## config.mk

```make
export PLATFORM = sky130hd
export DESIGN_NAME = sysctl_port
export DESIGN_NICKNAME = d
export VERILOG_FILES = /design/src/rtl/sysctl_pkg.sv /design/src/rtl/sysctl_err_latch.sv /design/src/rtl/sysctl_edge_latch.sv /design/src/rtl/sysctl_toggle.sv /design/src/rtl/sysctl_port.sv
export SDC_FILE = /design/constraint.sdc
export NUM_CORES = 1
export LEC_CHECK = 0
export BUFFER_PORTS_ARGS = -buffer_cell sky130_fd_sc_hd__clkbuf_2
export CAP_MARGIN = 25
export CORE_AREA = 10 10 47 49
export DETAILED_ROUTE_END_ITERATION = 6
export DIE_AREA = 0 0 57 59
export PLACE_DENSITY_LB_ADDON = 0.3
export SLEW_MARGIN = 20
export SYNTH_ARGS = -nofsm -noshare
export SYNTH_HDL_FRONTEND = slang
export SYNTH_SLANG_ARGS = --single-unit
```

## constraint.sdc

```tcl
create_clock -name clk -period 2.4 [get_ports clk]
set_clock_uncertainty 0.2 [all_clocks]
set_input_delay 0.24 -clock clk [delete_from_list [all_inputs] [get_ports clk]]
set_output_delay 0.24 -clock clk [all_outputs]
set_load 0.02 [all_outputs]
```

## src/rtl/sysctl_pkg.sv

```systemverilog
// Package: bit positions and sizes shared by the system control port.
// Assumes an 8-bit register; positions are the software-visible layout.
package sysctl_pkg;
    localparam int DATA_W     = 8;
    localparam int NUM_CHK    = 2;   // parity check and channel check
    localparam int EN_W       = 4;   // stored enable bits
    // write layout
    localparam int W_TMR2_GATE = 0;
    localparam int W_SPK_EN    = 1;
    localparam int W_PAR_EN    = 2;
    localparam int W_CHK_EN    = 3;
    localparam int W_IRQ_CLR   = 7;
    // read layout
    localparam int R_TOGGLE    = 4;
    localparam int R_TMR2      = 5;
    localparam int R_FLAG_LO   = 6;  // channel flag at 6, parity flag at 7
endpackage

```

## src/rtl/sysctl_err_latch.sv

```systemverilog
// Error flag latch: records an error pulse while its check is enabled,
// and is wiped whenever the check is disabled. Assumes pulses are synchronous.
module sysctl_err_latch (
    input  logic clk,
    input  logic rst_n,
    input  logic chk_en,
    input  logic err_pulse,
    output logic flag
);
    // Flag register: set on armed pulse, clear when disarmed.
    always_ff @(posedge clk) begin
        if (!rst_n)       flag <= 1'b0;
        else if (!chk_en) flag <= 1'b0;
        else if (err_pulse) flag <= 1'b1;
    end

    a_r6_set_when_armed: assert property (@(posedge clk) disable iff (!rst_n)
        (chk_en && err_pulse) |=> flag);
    a_r6_hold_when_armed: assert property (@(posedge clk) disable iff (!rst_n)
        (chk_en && flag) |=> flag);
    a_r8_clear_when_disarmed: assert property (@(posedge clk) disable iff (!rst_n)
        !chk_en |=> !flag);
endmodule

```

## src/rtl/sysctl_edge_latch.sv

```systemverilog
// Timer-0 interrupt latch: sets on a rising edge of the timer level,
// cleared by a software clear strobe; a coincident edge wins over the clear.
module sysctl_edge_latch (
    input  logic clk,
    input  logic rst_n,
    input  logic level_in,
    input  logic clr,
    output logic irq
);
    logic prev_q;
    logic rise;

    assign rise = level_in && !prev_q;

    // Previous-level register for edge detection.
    always_ff @(posedge clk) begin
        if (!rst_n) prev_q <= 1'b0;
        else        prev_q <= level_in;
    end

    // Interrupt latch: edge sets, clear strobe resets.
    always_ff @(posedge clk) begin
        if (!rst_n)    irq <= 1'b0;
        else if (rise) irq <= 1'b1;
        else if (clr)  irq <= 1'b0;
    end

    a_r9_edge_sets: assert property (@(posedge clk) disable iff (!rst_n)
        $rose(level_in) |=> irq);
    a_r10_clear: assert property (@(posedge clk) disable iff (!rst_n)
        (clr && !level_in) |=> !irq);
endmodule

```

## src/rtl/sysctl_toggle.sv

```systemverilog
// Refresh toggle: a single bit that inverts once per refresh request cycle.
module sysctl_toggle (
    input  logic clk,
    input  logic rst_n,
    input  logic req,
    output logic tog
);
    // Toggle register.
    always_ff @(posedge clk) begin
        if (!rst_n)   tog <= 1'b0;
        else if (req) tog <= !tog;
    end

    a_r11_flips: assert property (@(posedge clk) disable iff (!rst_n)
        req |=> (tog != $past(tog)));
    a_r11_steady: assert property (@(posedge clk) disable iff (!rst_n)
        !req |=> $stable(tog));
endmodule

```

## src/rtl/sysctl_port.sv

```systemverilog
// System control port: stores four enable bits, gates timer 2 and the speaker,
// latches error flags and the timer-0 interrupt, and assembles an asymmetric
// read word. Assumes all inputs are synchronous to clk.
module sysctl_port
    import sysctl_pkg::*;
(
    input  logic              clk,
    input  logic              rst_n,
    input  logic              wr_en,
    input  logic [DATA_W-1:0] wr_data,
    output logic [DATA_W-1:0] rd_data,
    input  logic              parity_err,
    input  logic              chan_err,
    input  logic              tmr0_out,
    input  logic              tmr2_out,
    input  logic              refresh_req,
    output logic              spkr_out,
    output logic              tmr2_gate,
    output logic              irq0
);
    logic [EN_W-1:0]    en_q;
    logic [NUM_CHK-1:0] chk_en;
    logic [NUM_CHK-1:0] chk_pulse;
    logic [NUM_CHK-1:0] chk_flag;
    logic               tog;

    // Enable register: low nibble of each write.
    always_ff @(posedge clk) begin
        if (!rst_n)     en_q <= '0;
        else if (wr_en) en_q <= wr_data[EN_W-1:0];
    end

    // Index 0 is the channel check, index 1 the parity check (read bits 6, 7).
    assign chk_en    = {en_q[W_PAR_EN], en_q[W_CHK_EN]};
    assign chk_pulse = {parity_err, chan_err};

    for (genvar g = 0; g < NUM_CHK; g++) begin : g_chk
        sysctl_err_latch u_flag (
            .clk(clk), .rst_n(rst_n),
            .chk_en(chk_en[g]), .err_pulse(chk_pulse[g]), .flag(chk_flag[g])
        );
    end

    sysctl_edge_latch u_irq0 (
        .clk(clk), .rst_n(rst_n), .level_in(tmr0_out),
        .clr(wr_en && wr_data[W_IRQ_CLR]), .irq(irq0)
    );

    sysctl_toggle u_tog (
        .clk(clk), .rst_n(rst_n), .req(refresh_req), .tog(tog)
    );

    // Output gating and read-word assembly.
    always_comb begin
        tmr2_gate = en_q[W_TMR2_GATE];
        spkr_out  = tmr2_out && en_q[W_SPK_EN];
        rd_data   = '0;
        rd_data[EN_W-1:0]                   = en_q;
        rd_data[R_TOGGLE]                   = tog;
        rd_data[R_TMR2]                     = tmr2_out;
        rd_data[R_FLAG_LO+NUM_CHK-1:R_FLAG_LO] = chk_flag;
    end

    a_r2_readback: assert property (@(posedge clk) disable iff (!rst_n)
        wr_en |=> (rd_data[EN_W-1:0] == $past(wr_data[EN_W-1:0])));
    a_r2_no_write_stable: assert property (@(posedge clk) disable iff (!rst_n)
        !wr_en |=> $stable(rd_data[EN_W-1:0]));
endmodule

```

Word-level counts from Yosys, hierarchy flattened
Index checks and enable logic that the tools add are counted.

storage, ports and cells
  register bits after elaboration = 9
  bits of input ports = 16
  output and inout bits = 11
  logic and storage cells = 16

cells by class
  multiplexer cells = 2
  reductions and logical operators = 8

operators by type and width
  cell                 number
  $reduce_and A2 Y1    2
  $logic_and A1 B1 Y1  3
  $logic_not A1 Y1     2
  $mux W1              2
  $reduce_bool A2 Y1   1

Longest topological paths before layout
  word-level depth = 3
  depth in mapped cells = 3
  gate-level depth less buffers = 2

Hierarchy
A second synthesis with hierarchy kept.

second synthesis, totals
  cells, all modules = 31
  area total of the unflattened synthesis = 357.8 um^2

by module, submodules not included
  module             times used  cells each  area each (um^2)  seq. area each (um^2)
  sysctl_port        1           18          192.7             80.1
  sysctl_edge_latch  1           6           70.1              40.0
  sysctl_err_latch   2           2           30.0              20.0
  sysctl_toggle      1           3           35.0              20.0

Worst setup path after synthesis
OpenSTA, ideal clock, no wires.

  path type = reg-to-output
  start = reg en_q[1]
  end = out spkr_out
  data arrival time = 697 ps
  slack = 1263 ps
  stages on the path, launching flop included = 2
  path buffers = 0
  cells stage by stage = dfxtp_1 > and2_1

between the ends
  cells in the longest elaborated chain, start to end = 1

ends and longest elaborated chain
  what                    RTL line           RTL
  from (decl)             sysctl_port.sv:21  logic [EN_W-1:0] en_q;
  from (signal assigned)  sysctl_port.sv:30  else if (wr_en) en_q <= wr_data[EN_W-1:0];
  $logic_and A1 B1 Y1     sysctl_port.sv:56  spkr_out = tmr2_out && en_q[W_SPK_EN];
  to (decl)               sysctl_port.sv:17  output logic spkr_out,

No other way between the ends.

Worst setup path after layout
Ends and elaborated chain as after synthesis.

==> results.py <==
metrics = {
    "run_status": {
        "status": "completed",
    },
    "global_routing": {
        "grt_max_degree": 10,
        "grt_pass1_wl_um": 1373,
        "track_usage": 0.05302,
        "antenna_found_initial": 0,
        "grt.overflow.total": 0,
        "first_global_vias": 300,
    },
    "synth": {
        "synth_common_cells": "9 x dfxtp_1, 7 x buf_4, 4 x mux2i_1, 4 x nor2b_1, 2 x o211a_1",
        "synth_top_area_frac": 0.4721,
        "synth_area_leader_cell": "dfxtp_1",
        "synth_top_family_by_area": "buffers and inverters",
        "ys_seq_area_frac": 0.4721,
        "synth.distinct_cells": 13,
        "syn_area_sq_um": 381.6,
        "synthXorXnorAreaFrac": 0.02295,
        "synthArstFlopShare": 0,
        "synth-simple-area-share": 0.1410,
        "yosysMostFrequentCell": "dfxtp_1",
        "syn_avg_cell_area_sq_um": 11.22,
        "yosys_most_used_dff": "dfxtp_1",
        "synth_adder_area_share": 0,
        "ys_ff_latch": 9,
        "synth_compound_area_frac": 0.08197,
        "synth_cells": 34,
        "synth_edf_count": 0,
        "synthMuxAreaShare": 0.1049,
        "synthesis.nets": 50,
        "yosys_warnings": 0,
        "yosys-top-cells-area": "dfxtp_1 47%, buf_4 14%, mux2i_1 10%, nor2b_1 6.6%, o211a_1 5.2%",
    },
    "clock_tree": {
        "cts_tree": "yes",
        "clkLatencyLatePin_ns": 0.26,
        "cts_resized": 0,
        "cts_max_level": 1,
        "numClockSinks": 9,
        "cts_root_buf": "clkbuf_4",
        "clock_path_buffers": 2,
        "cts_inserted_buffers": 3,
        "path_clk_slew_ns": 0.06,
    },
    "worst_setup_path": {
        "worstPathArrival_ns": 0.87,
        "cp-end-kind": "output port",
        "cpPeakStageDelay_ns": 0.34,
        "cp_max_fo": 3,
        "cp-start-kind": "flip-flop",
        "crit_required_ns": 1.96,
        "cpMaxStageDelayCell": "dfxtp_1",
        "crit_chain": "and2_1 > clkbuf_2",
        "crit_type": "flip-flop to output port",
    },
    "final_layout": {
        "drive_above_1_share": 0.5741,
        "stdcell_count": 70,
        "n_antenna_cell": 0,
        "area_growth_pct": 28.52,
        "final_util": 0.3500,
        "fin_nets": 71,
        "design_area_sq_um": 490.5,
    },
    "floorplan": {
        "die_area_sq_um": 3363,
        "top_level_ports": 27,
        "start_util": 0.2723,
        "die_h_um": 59,
        "core-area_sq_um": 1401,
        "rows": 14,
        "fp.dieW_um": 57,
    },
    "placement": {
        "pre_cts_slack_ns": 1.315,
        "dp.cells": 65,
        "placed_area_sq_um": 452.9,
        "io_buffers": 23,
        "gp_congestion": 0.6212,
    },
    "routing": {
        "drc_errors": 0,
        "wl_um": 844,
        "drtIter0Drc": 2,
        "ant_nets": 0,
        "wl_per_cell_um": 12.06,
        "drt_pass1_iterations": 2,
        "via_per_inst": 4.129,
        "num_vias": 289,
    },
    "sta": {
        "finalHoldViolCount": 0,
        "rsz0062_at_grt": "false",
        "relSlewSlack": 0.9099,
        "finalCritPeriodShare": 0.5474,
        "finalSetupViolCount": 0,
        "fin_ws_ns": 1.086,
        "final_max_slew_viol_count": 0,
        "fmax_mhz": 761.1,
        "period_minus_slack_ns": 1.314,
        "tns_ns": 0,
        "hold_slack_ns": 0.01451,
        "tightest_slew_ns": 0.1315,
    },
    "worst_hold_path": {
        "hold_path.class": "input port to flip-flop",
    },
    "power_and_ir_drop": {
        "vdd_drop_max_mv": 0.2050,
        "p_total_mw": 0.3332,
        "powerDensity_nw_per_um2": 679.3,
        "p_leak_nw": 0.2797,
    },
    "job": {
        "drv_cap": 0,
    },
}
==> layout make-up <==
class	count	area [sq um]
Fill cell	162	910.9
Sequential cell	9	180.2
Multi-Input combinational cell	16	133.9
Timing Repair Buffer	24	125.1
Clock buffer	3	22.52
Tap cell	16	20.02
Clock inverter	1	5.005
Inverter	1	3.754
==> logic make-up after synthesis <==
kind of cell / Yosys count
compound gates: 3
xor+xnor: 1
buf+inv: 9
flops: 9
mux: 4
simple gates: 8
==> cells in the final DEF (no fill, tap or decap) <==
master and n:
clkbuf_2 23, dfxtp_1 9, mux2i_1 4, nor2b_1 4, clkbuf_4 3, o211a_1 2, and2_1 1, xor2_1 1
and2_2 1, nand2_2 1, and2_4 1, inv_1 1, a32o_2 1, clkinv_2 1, dlygate4sd3_1 1
==> state kept, by name, summed over array words and instances, names as in the netlist <==
signal	count
en_q	4
u_irq0.irq	1
g_chk.u_flag.flag	2
u_tog.tog	1
u_irq0.prev_q	1
==> path summary, 6_finish.rpt <==
| check | startpoint | endpoint | slack (ns) | cells past startpoint |
|---|---|---|---|---|
| min | tmr0_out | u_irq0.prev_q$_SDFF_PN0_ | 0.01 | 2 |
| min reg2reg | u_irq0.prev_q$_SDFF_PN0_ | u_irq0.irq$_SDFFE_PN0P_ | 0.27 | 2 |
| max | en_q[1]$_SDFFE_PN0P_ | spkr_out | 1.09 | 2 |
| max reg2reg | u_tog.tog$_SDFFE_PN0P_ | u_tog.tog$_SDFFE_PN0P_ | 1.44 | 2 |
==> repair_timing <==
| item | CTS | global route |
|---|---|---|
| hold endpoints to repair | 1 | 0 |
| hold buffers | 1 | 0 |
| buffers inserted | 0 | 0 |
==> where the power goes <==
part | leakage [nW] | internal (mW) | switching, mW
Combinational | 0.188 | 0.0253 | 0.0279
Clock | 0.0177 | 0.0615 | 0.0545
Sequential | 0.0743 | 0.158 | 0.00549
==> critical path, delay by kind of cell, from the launching register on <==
kind | cells | cell delay (ns)
buffers and inverters | 1 | 0.16
flip-flops | 1 | 0.34
AND/OR/NAND/NOR | 1 | 0.12
==> layer usage <==
layer / track usage / up-vias / routed length (um) / part of all wire
met5: 0 / - / 0 / 0
met4: 0.02013 / 0 / 0 / 0
met3: 0.05365 / 0 / 102 / 0.12
met2: 0.07752 / 14 / 403 / 0.48
met1: 0.04946 / 131 / 338 / 0.40
li1: - / 144 / - / -
Note: power is estimated with default switching activity, not from simulation.
